--- src/rtl/tw_pkg.sv ---
package tw_pkg;
   localparam int BYTE_W = 8;
   localparam int CNT_W  = 4;

   typedef enum logic [2:0] {
      ST_IDLE,
      ST_ADDR,
      ST_ADDR_ACK,
      ST_WR_BIT,
      ST_WR_ACK,
      ST_RD_BIT,
      ST_RD_ACK
   } tw_state_e;

   typedef struct packed {
      logic rise;
      logic fall;
      logic start;
      logic stop;
   } tw_evt_t;
endpackage

--- src/rtl/tw_line_filter.sv ---
module tw_line_filter #(
   parameter int FILT_CYCLES = 6
) (
   input  logic clk,
   input  logic rst_n,
   input  logic pin,
   output logic level
);
   localparam int CW = (FILT_CYCLES < 2) ? 1 : $clog2(FILT_CYCLES);

   logic [1:0] sync_q;

   always_ff @(posedge clk or negedge rst_n) begin
      if (!rst_n) sync_q <= 2'b11;
      else        sync_q <= {sync_q[0], pin};
   end

   generate
      if (FILT_CYCLES < 0) begin : g_bad
         $error("tw_line_filter: FILT_CYCLES must not be negative");
      end
      if (FILT_CYCLES == 0) begin : g_bypass
         always_ff @(posedge clk or negedge rst_n) begin
            if (!rst_n) level <= 1'b1;
            else        level <= sync_q[1];
         end
      end else begin : g_count
         logic [CW-1:0] run_q;
         always_ff @(posedge clk or negedge rst_n) begin
            if (!rst_n) begin
               level <= 1'b1;
               run_q <= '0;
            end else if (sync_q[1] != level) begin
               if (run_q == CW'(FILT_CYCLES - 1)) begin
                  level <= sync_q[1];
                  run_q <= '0;
               end else begin
                  run_q <= run_q + 1'b1;
               end
            end else begin
               run_q <= '0;
            end
         end
      end
   endgenerate
endmodule

--- src/rtl/tw_cond_detect.sv ---
module tw_cond_detect
   import tw_pkg::*;
(
   input  logic    clk,
   input  logic    rst_n,
   input  logic    scl_f,
   input  logic    sda_f,
   output tw_evt_t evt
);
   logic scl_q, sda_q;

   always_ff @(posedge clk or negedge rst_n) begin
      if (!rst_n) begin
         scl_q <= 1'b1;
         sda_q <= 1'b1;
      end else begin
         scl_q <= scl_f;
         sda_q <= sda_f;
      end
   end

   always_comb begin
      evt.rise  = scl_f & ~scl_q;
      evt.fall  = ~scl_f & scl_q;
      evt.start = scl_f & scl_q & sda_q & ~sda_f;
      evt.stop  = scl_f & scl_q & ~sda_q & sda_f;
   end
endmodule

--- src/rtl/tw_byte_engine.sv ---
module tw_byte_engine
   import tw_pkg::*;
#(
   parameter logic [3:0] TYPE_CODE = 4'b1010,
   parameter int         STRAP_W   = 3
) (
   input  logic               clk,
   input  logic               rst_n,
   input  tw_evt_t            evt,
   input  logic               sda_f,
   input  logic [STRAP_W-1:0] strap_addr,
   input  logic               busy,
   input  logic [BYTE_W-1:0]  tx_byte,
   output logic               sda_drive_low,
   output logic               start_seen,
   output logic               stop_seen,
   output logic               stop_after_ack,
   output logic               addr_hit,
   output logic               rw_read,
   output logic               rx_valid,
   output logic [BYTE_W-1:0]  rx_byte,
   output logic               tx_take,
   output logic               mack_valid,
   output logic               mack_ok,
   output logic [CNT_W-1:0]   bit_phase
);
   localparam logic [CNT_W-1:0] LAST_BIT = CNT_W'(BYTE_W);

   tw_state_e         state_q;
   logic [BYTE_W-1:0] rx_sh_q;
   logic [BYTE_W-1:0] tx_sh_q;
   logic [CNT_W-1:0]  cnt_q;
   logic              ack_edge_q;
   logic              own_addr;

   assign own_addr  = (rx_sh_q[BYTE_W-1:1] == {TYPE_CODE, strap_addr}) && !busy;
   assign bit_phase = cnt_q;

   always_ff @(posedge clk or negedge rst_n) begin
      if (!rst_n) begin
         state_q        <= ST_IDLE;
         rx_sh_q        <= '0;
         tx_sh_q        <= '0;
         cnt_q          <= '0;
         ack_edge_q     <= 1'b0;
         sda_drive_low  <= 1'b0;
         start_seen     <= 1'b0;
         stop_seen      <= 1'b0;
         stop_after_ack <= 1'b0;
         addr_hit       <= 1'b0;
         rw_read        <= 1'b0;
         rx_valid       <= 1'b0;
         rx_byte        <= '0;
         tx_take        <= 1'b0;
         mack_valid     <= 1'b0;
         mack_ok        <= 1'b0;
      end else begin
         start_seen     <= 1'b0;
         stop_seen      <= 1'b0;
         stop_after_ack <= 1'b0;
         addr_hit       <= 1'b0;
         rx_valid       <= 1'b0;
         tx_take        <= 1'b0;
         mack_valid     <= 1'b0;
         if (evt.fall) ack_edge_q <= 1'b0;

         if (evt.start) begin
            state_q       <= ST_ADDR;
            cnt_q         <= '0;
            sda_drive_low <= 1'b0;
            start_seen    <= 1'b1;
            ack_edge_q    <= 1'b0;
         end else if (evt.stop) begin
            stop_after_ack <= ack_edge_q && (state_q == ST_WR_BIT) && (cnt_q == CNT_W'(1));
            state_q        <= ST_IDLE;
            cnt_q          <= '0;
            sda_drive_low  <= 1'b0;
            stop_seen      <= 1'b1;
            ack_edge_q     <= 1'b0;
         end else begin
            unique case (state_q)
               ST_ADDR, ST_WR_BIT: begin
                  if (evt.rise) begin
                     rx_sh_q <= {rx_sh_q[BYTE_W-2:0], sda_f};
                     cnt_q   <= cnt_q + 1'b1;
                  end else if (evt.fall && cnt_q == LAST_BIT) begin
                     if (state_q == ST_WR_BIT) begin
                        rx_byte       <= rx_sh_q;
                        rx_valid      <= 1'b1;
                        sda_drive_low <= 1'b1;
                        state_q       <= ST_WR_ACK;
                     end else if (own_addr) begin
                        sda_drive_low <= 1'b1;
                        addr_hit      <= 1'b1;
                        rw_read       <= rx_sh_q[0];
                        state_q       <= ST_ADDR_ACK;
                     end else begin
                        cnt_q   <= '0;
                        state_q <= ST_IDLE;
                     end
                  end
               end
               ST_ADDR_ACK, ST_WR_ACK: begin
                  if (evt.fall) begin
                     cnt_q <= '0;
                     if (state_q == ST_ADDR_ACK && rw_read) begin
                        tx_sh_q       <= tx_byte;
                        sda_drive_low <= ~tx_byte[BYTE_W-1];
                        tx_take       <= 1'b1;
                        state_q       <= ST_RD_BIT;
                     end else begin
                        sda_drive_low <= 1'b0;
                        ack_edge_q    <= 1'b1;
                        state_q       <= ST_WR_BIT;
                     end
                  end
               end
               ST_RD_BIT: begin
                  if (evt.rise) begin
                     cnt_q <= cnt_q + 1'b1;
                  end else if (evt.fall) begin
                     if (cnt_q == LAST_BIT) begin
                        sda_drive_low <= 1'b0;
                        state_q       <= ST_RD_ACK;
                     end else begin
                        sda_drive_low <= ~tx_sh_q[BYTE_W-2];
                        tx_sh_q       <= {tx_sh_q[BYTE_W-2:0], 1'b0};
                     end
                  end
               end
               ST_RD_ACK: begin
                  if (evt.rise) begin
                     mack_valid <= 1'b1;
                     mack_ok    <= ~sda_f;
                     if (sda_f) begin
                        cnt_q   <= '0;
                        state_q <= ST_IDLE;
                     end
                  end else if (evt.fall) begin
                     cnt_q         <= '0;
                     tx_sh_q       <= tx_byte;
                     sda_drive_low <= ~tx_byte[BYTE_W-1];
                     tx_take       <= 1'b1;
                     state_q       <= ST_RD_BIT;
                  end
               end
               default: begin
                  sda_drive_low <= 1'b0;
               end
            endcase
         end
      end
   end
endmodule

--- src/rtl/tw_slave_front.sv ---
module tw_slave_front
   import tw_pkg::*;
#(
   parameter int         FILT_CYCLES = 6,
   parameter logic [3:0] TYPE_CODE   = 4'b1010,
   parameter int         STRAP_W     = 3
) (
   input  logic               clk,
   input  logic               rst_n,
   input  logic               scl_in,
   input  logic               sda_in,
   input  logic [STRAP_W-1:0] strap_addr,
   input  logic               busy,
   input  logic [7:0]         tx_byte,
   output logic               sda_drive_low,
   output logic               start_seen,
   output logic               stop_seen,
   output logic               stop_after_ack,
   output logic               addr_hit,
   output logic               rw_read,
   output logic               rx_valid,
   output logic [7:0]         rx_byte,
   output logic               tx_take,
   output logic               mack_valid,
   output logic               mack_ok,
   output logic [3:0]         bit_phase
);
   localparam int ADDR_W = 4 + STRAP_W;

   generate
      if (ADDR_W != 7) begin : g_bad_addr
         $error("tw_slave_front: type code plus strap bits must form 7 address bits");
      end
      if (BYTE_W != 8 || CNT_W != 4) begin : g_bad_pkg
         $error("tw_slave_front: package widths do not match the port widths");
      end
   endgenerate

   logic    scl_f, sda_f;
   tw_evt_t evt;

   tw_line_filter #(.FILT_CYCLES(FILT_CYCLES)) i_scl_filt (
      .clk(clk), .rst_n(rst_n), .pin(scl_in), .level(scl_f));

   tw_line_filter #(.FILT_CYCLES(FILT_CYCLES)) i_sda_filt (
      .clk(clk), .rst_n(rst_n), .pin(sda_in), .level(sda_f));

   tw_cond_detect i_cond (
      .clk(clk), .rst_n(rst_n), .scl_f(scl_f), .sda_f(sda_f), .evt(evt));

   tw_byte_engine #(.TYPE_CODE(TYPE_CODE), .STRAP_W(STRAP_W)) i_engine (
      .clk(clk), .rst_n(rst_n), .evt(evt), .sda_f(sda_f),
      .strap_addr(strap_addr), .busy(busy), .tx_byte(tx_byte),
      .sda_drive_low(sda_drive_low), .start_seen(start_seen),
      .stop_seen(stop_seen), .stop_after_ack(stop_after_ack),
      .addr_hit(addr_hit), .rw_read(rw_read), .rx_valid(rx_valid),
      .rx_byte(rx_byte), .tx_take(tx_take), .mack_valid(mack_valid),
      .mack_ok(mack_ok), .bit_phase(bit_phase));
endmodule

--- config.mk ---
export PLATFORM = sky130hd
export DESIGN_NAME = tw_slave_front
export DESIGN_NICKNAME = d
export VERILOG_FILES = /design/src/rtl/tw_pkg.sv /design/src/rtl/tw_line_filter.sv /design/src/rtl/tw_cond_detect.sv /design/src/rtl/tw_byte_engine.sv /design/src/rtl/tw_slave_front.sv
export SDC_FILE = /design/constraint.sdc
export NUM_CORES = 1
export LEC_CHECK = 0
export BUFFER_PORTS_ARGS = -buffer_cell sky130_fd_sc_hd__buf_2
export CORE_ASPECT_RATIO = 1.75
export CORE_MARGIN = 2
export CORE_UTILIZATION = 51
export DETAILED_ROUTE_END_ITERATION = 12
export PLACE_DENSITY_LB_ADDON = 0.05
export SYNTH_ARGS = -nofsm -noshare
export SYNTH_HDL_FRONTEND = slang
export SYNTH_SLANG_ARGS = --single-unit
--- constraint.sdc ---
create_clock -name clk -period 2.17 [get_ports clk]
set_input_delay 0.434 -clock clk [delete_from_list [all_inputs] [get_ports clk]]
set_output_delay 0.434 -clock clk [all_outputs]
set_load 0.005 [all_outputs]
# == After elaboration in Yosys (flattened, before gate mapping) ==
# Index checks and enable logic that the tools add are counted.
# word_totals
input_bits,16
elab_cells,186
regBits,55
out_inout_bits,22
# classes
add_sub_neg,3
muxes,87
eq_ne,35
reduce_logical,20
n_bitwise,17
# ops
op,count
2-to-1 mux 3 bit,17
2-to-1 mux 7 bit,7
2-to-1 mux 1 bit,47
2-to-1 mux 4 bit,10
case mux 7 bit (3 select lines),1
inequality test 4 x 3 -> 1 bit (second input constant),5
inequality test 4 bit (second input constant),4
case mux 4 bit (4 select lines),1
== test 3 bit (second input constant),5
inequality test 5 bit (second input constant),3
case mux 3 bit (4 select lines),1
AND reduction 6 bit,2
inequality test 5 x 4 -> 1 bit (second input constant),2
inverter 1 bit,10
AND reduction 10 bit,1
AND reduction 9 bit,1
inequality test 2 x 1 -> 1 bit (second input constant),4
AND reduction 4 bit,2
AND reduction 8 bit,1
bitwise AND 1 bit,7
== test 7 bit,1
AND reduction 7 bit,1
adder 3 x 1 -> 3 bit (second input constant),2
== test 3 x 2 -> 1 bit (second input constant),2
16 further kinds,25

# == Longest topological paths before layout ==
# logic_depth
depth_word,9
ltp_mapped,10
ltp_nobuf,8

# == Hierarchy ==
# A second synthesis with hierarchy kept.
# unflattened
hier_cells,240
area_unflattened_um2,2708.8
# modules_own_cells
mod,area_per_inst_um2,cells_each,seq_area_each_um2,n_inst
tw_byte_engine,2175.8,202,1026.0,1
tw_line_filter,224.0,16,153.9,2
tw_cond_detect,85.1,6,52.6,1

# == Least setup slack after synthesis ==
# OpenSTA, ideal clock, no wires.
# synth_path
path_type,reg2reg
startpoint,register i_scl_filt.level
endpoint,register i_engine.state_q[0]
stages_incl_launch_ff,9
setup_ps,125
period_less_slack_ps,2040
required_time_ps,2045
n_path_buf,1
t_arrival_ps,1915
slack_ps,130
cell_sequence,dfstp_2 inv_1 ha_1 buf_2 nor2b_1 o21ai_0 a31oi_4 nor2_1 mux2_2
# synth_between
elab_chain_cells,5
elab_cells_between_ends,23
classes_between,8 x eq/ne; 4 x mux; 8 x bitwise; 3 x reduce/logical
# synth_lines
item,line,text
from (decl),tw_line_filter.sv:7,output logic level
from (signal assigned),tw_line_filter.sv:35,level <= sync_q[1];
"bitwise AND 1 bit, or another cell as far along","tw_cond_detect.sv:25, tw_cond_detect.sv:26",
"bitwise AND 1 bit, or another cell as far along (2 in series)",tw_cond_detect.sv:26,evt.stop = scl_f & scl_q & ~sda_q & sda_f;
"inequality test 5 bit (no line), or another cell as far along",--,
AND reduction 9 bit (no line) or 2-to-1 mux 3 bit (tied branches),--,
to (signal assigned),tw_byte_engine.sv:41,state_q <= ST_IDLE;
to (signal assigned),tw_byte_engine.sv:68,state_q <= ST_ADDR;
to (signal assigned),tw_byte_engine.sv:75,state_q <= ST_IDLE;
to (decl),tw_byte_engine.sv:29,tw_state_e state_q;
# Several ways; a longest one is shown, not always the timed one.
# A chain may end at the register's enable or synchronous reset.

# == Worst setup path after layout ==
# Ends and elaborated chain as after synthesis.

==> summary.md <==
| Metric | Value |
|---|---|
| Pins over their slew limit | `0` |
| Tmin final | `2070 ps` |
| WP data required | `2370 ps` |
| Grt total ovfl | `0` |
| Critical Path End | `i_engine.state_q[0]$_DFFE_PN0P_` |
| Die W | `59.22 µm` |
| Asr flop ratio synth | `1.000` |
| Clock Tree Root | `clkbuf_8` |
| Post-detail-place hpwl | `4269 µm` |
| Crit Path Max Fanout | `9` |
| Routed vias/inst | `5.646` |
| H-tree levels | `2` |
| R2r worst-path depth | `7` |
| Reg2reg setup slack | `roughly 100 ps` |
| Hold Path Class | `input port to flop` |
| Pin count of the biggest net entering global routing | `56` |
| Max Fclk | `a little under 500 MHz` |
| Fillers | `439` |
| Cells after Synth | `257` |
| Critical Path Start Type | `flop` |
| CTS tree | `yes` |
| WP data arrival | `2270 ps` |
| # diodes | `0` |
| Commonest cells after routing, fill and taps aside | `47 x dfrtp_1, 37 x buf_2, 27 x nor2_1, 23 x nand2_1` |
| Post-synthesis net count | `280` |
| Final hold viol count | `0` |
| Setup TNS | `0 ps` |
| Final Cycle Share | `0.9539` |
| DRC | `0` |
| Mapped cell area | `0.002721 mm²` |
| Total iterations of the first detailed-routing run | `4` |
| Distinct cells, synth | `46` |
| Antenna violations before repair | `0` |
| Met1 WL | `around 2300 µm` |
| Vias in the first global route | `between 2,000 and 2,500` |
| CTS Hold Buffers Added | `0` |
| Slew @ Worst Pin | `680.1 ps` |
| Port Buf Inserts | `37` |
| Worst setup startpoint | `i_scl_filt.level$_DFFE_PN1P_` |
| Worst reg2reg startpoint | `i_scl_filt.level$_DFFE_PN1P_` |
| Max-cap violation count | `0` |
| Hold depth | `1` |
| Number of synthesized flops with an enable pin | `0` |
| Post-Layout Inst Area | `0.003182 mm²` |
| WL met3 | `about 220 µm` |
| Area Growth Syn to Fin | `16.92%` |
| RSZ-0062 raised after global routing | `no` |
| Initial Utilization | `0.5222` |
| Commonest non-fill, non-tap cell in the layout | `dfrtp_1` |
| # rows | `35` |
| Sinks on Clock Net | `55` |
| Gr usage total | `0.2130` |
| Placement Setup Slack | `138.7 ps` |
| Placed cell areas | `0.003078 mm²` |
| Final nets | `334` |
| End of the worst register-to-register path | `i_engine.state_q[0]$_DFFE_PN0P_` |
| Per-cell routed wire length | `15.72 µm` |
| CORE AREA | `0.005211 mm²` |
| Slowest cell on the critical path | `dfstp_2` |
| Predominant post-synthesis flop cell | `dfrtp_1` |
| Final wirelength | `slightly below 6000 µm` |
| RD Place Congestion | `0.9720` |
| Clock buffer depth | `2` |
| Final setup vio count | `0` |
| PwrDens | `between 1000 and 1500 mW/mm²` |
| Share of cells above drive strength 1 | `0.3269` |
| Synth Register Bits | `55` |
| LEAKAGE | `~1.6 nW` |
| PnR worst setup slack | `100.0 ps` |
| Setup crit end kind | `flop` |
| DR WL met2 | `between 3000 and 4000 µm` |
| CP Class | `flop to flop` |
| Worst-skew pair later-pin latency | `between 300 and 400 ps` |
| Cell Chain, Critical Path | `inv_1 > ha_1 > buf_4 > o21bai_1 > a31oi_4 > nor2_1 > mux2_2` |
| Vias after detailed routing | `2,072` |
| I/O pins | `38` |
| Full die area | `0.005960 mm²` |
| Peak supply drop | `0.5863 mV` |
| Register area share after synthesis | `0.5094` |
| Synth warn | `0` |
| Skew final | `7.431 ps` |
| CTS Buf Count | `5` |
| Top Layer Used | `met4` |
| Die height | `around 100 µm` |
| Clock transition at path regs | `100 ps` |
| First-pass GRT wire length | `9625 µm` |
| Max_slew headroom | `0.5466` |
| DR iter-0 viols | `between 50 and 60` |
| Syn Area/Cell | `about 11 µm²` |
| Antenna Nets Post-Route | `0` |
| Worst path max stage delay | `570 ps` |
| Outcome | `finished, final reports clean` |
-- per-stage QoR --
stage | total power [mW] | instances | hold WS (ps) | utilization
floorplan | 2.710 | 257 | 138.4 | -
global placement | 3.307 | 359 | 345.6 | 0.5906
detailed placement | 3.304 | 359 | 347.3 | 0.5906
CTS | 3.938 | 367 | 196.6 | 0.6101
global route | 4.228 | 367 | 193.3 | 0.6106
finish | 3.929 | 367 | 208.1 | 0.6106
-- power by group --
group | internal (mW) | total, mW | switching, mW | leakage [nW]
registers | 1.29 | 1.53 | 0.243 | 0.711
clock network | 0.267 | 0.620 | 0.352 | 0.0493
logic | 0.784 | 1.78 | 0.994 | 0.821
total | 2.34 | 3.93 | 1.59 | 1.58
-- metal layers --
metal,up-vias,GRT usage
li1,1004,-
met1,979,0.2443
met2,72,0.3795
met3,17,0.02824
met4,0,0.09441
met5,-,0
-- how the worst min path moves through the flow --
| stage | startpoint | end | slack (ps) |
|---|---|---|---|
| 2_1_floorplan | rst_n | i_engine.ack_edge_q$_DFF_PN0_ | 140 |
| 3_3_place_gp | i_scl_filt.sync_q[0]$_DFF_PN1_ | i_scl_filt.sync_q[1]$_DFF_PN1_ | 350 |
| 3_5_place_dp | i_scl_filt.sync_q[0]$_DFF_PN1_ | i_scl_filt.sync_q[1]$_DFF_PN1_ | 350 |
| 4_1_cts | sda_in | i_sda_filt.sync_q[0]$_DFF_PN1_ | 200 |
| 5_1_grt | sda_in | i_sda_filt.sync_q[0]$_DFF_PN1_ | 190 |
| 6_report | sda_in | i_sda_filt.sync_q[0]$_DFF_PN1_ | 210 |
-- sequential cells by signal (all words and copies together), names as in the netlist, 2 cells and up --
signal	flops
i_scl_filt.g_count.run_q	3
i_engine.rx_sh_q	8
i_engine.tx_sh_q	7
i_engine.bit_phase	4
i_sda_filt.g_count.run_q	3
i_engine.state_q	3
i_sda_filt.sync_q	2
i_scl_filt.sync_q	2
i_engine.rx_byte	8
-- area by class of cell --
| cell class | instances | area (µm²) | share of cell area |
|---|---|---|---|
| Sequential cell | 55 | 1386 | 0.4357 |
| Multi-Input combinational cell | 180 | 1229 | 0.3862 |
| Timing Repair Buffer | 58 | 355.3 | 0.1117 |
| Clock buffer | 6 | 82.58 | 0.02595 |
| Tap cell | 55 | 68.82 | 0.02163 |
| Inverter | 11 | 41.29 | 0.01298 |
| Clock inverter | 2 | 18.77 | 0.005899 |
-- critical path, delay by kind of cell (launching register included) --
family	cells	cell delay, ps
AO/OA/AOI/OAI	2	480
adder cells (fa/ha/maj)	1	200
buffers and inverters	2	240
flip-flops	1	570
multiplexers	1	340
AND/OR/NAND/NOR	1	130
-- cell usage after synthesis, drive strengths merged (2+ instances only) --
cell type | instances | area share
dfrtp | 47 | 0.43
nor2 | 27 | 0.037
nand2 | 23 | 0.032
mux2 | 20 | 0.083
o21ai | 20 | 0.037
a21oi | 16 | 0.029
inv | 11 | 0.015
buf | 8 | 0.021
dfstp | 8 | 0.077
nand3 | 8 | 0.017
ha | 7 | 0.032
mux2i | 7 | 0.026
nor3 | 7 | 0.021
xnor2 | 5 | 0.016
clkbuf | 3 | 0.0041
nand2b | 3 | 0.0069
nand3b | 3 | 0.0083
nand4 | 3 | 0.0092
nor2b | 3 | 0.0069
o31ai | 3 | 0.0083
xor2 | 3 | 0.0097
a211oi | 2 | 0.0055
o2111ai | 2 | 0.0064
o211ai | 2 | 0.0055
-- what timing repair did --
item                                    CTS  global route
setup buffers                             0             0
gates resized for setup                   0             1
endpoints found under the setup margin    0             3
-- cells by family (layout without fill, tap and decap cells) --
group / after synthesis / after routing / share of synthesized area
and+or+nand+nor: 83 / 83 / 0.1559
adders and majority gates: 7 / 7 / 0.03218
muxes: 27 / 27 / 0.1085
AOI/OAI and AO/OA: 55 / 55 / 0.1283
buffers and inverters: 22 / 77 / 0.04000
xor gates and xnor gates: 8 / 8 / 0.02575
DFF: 55 / 55 / 0.5094
Power figures use the tool's default switching activity.
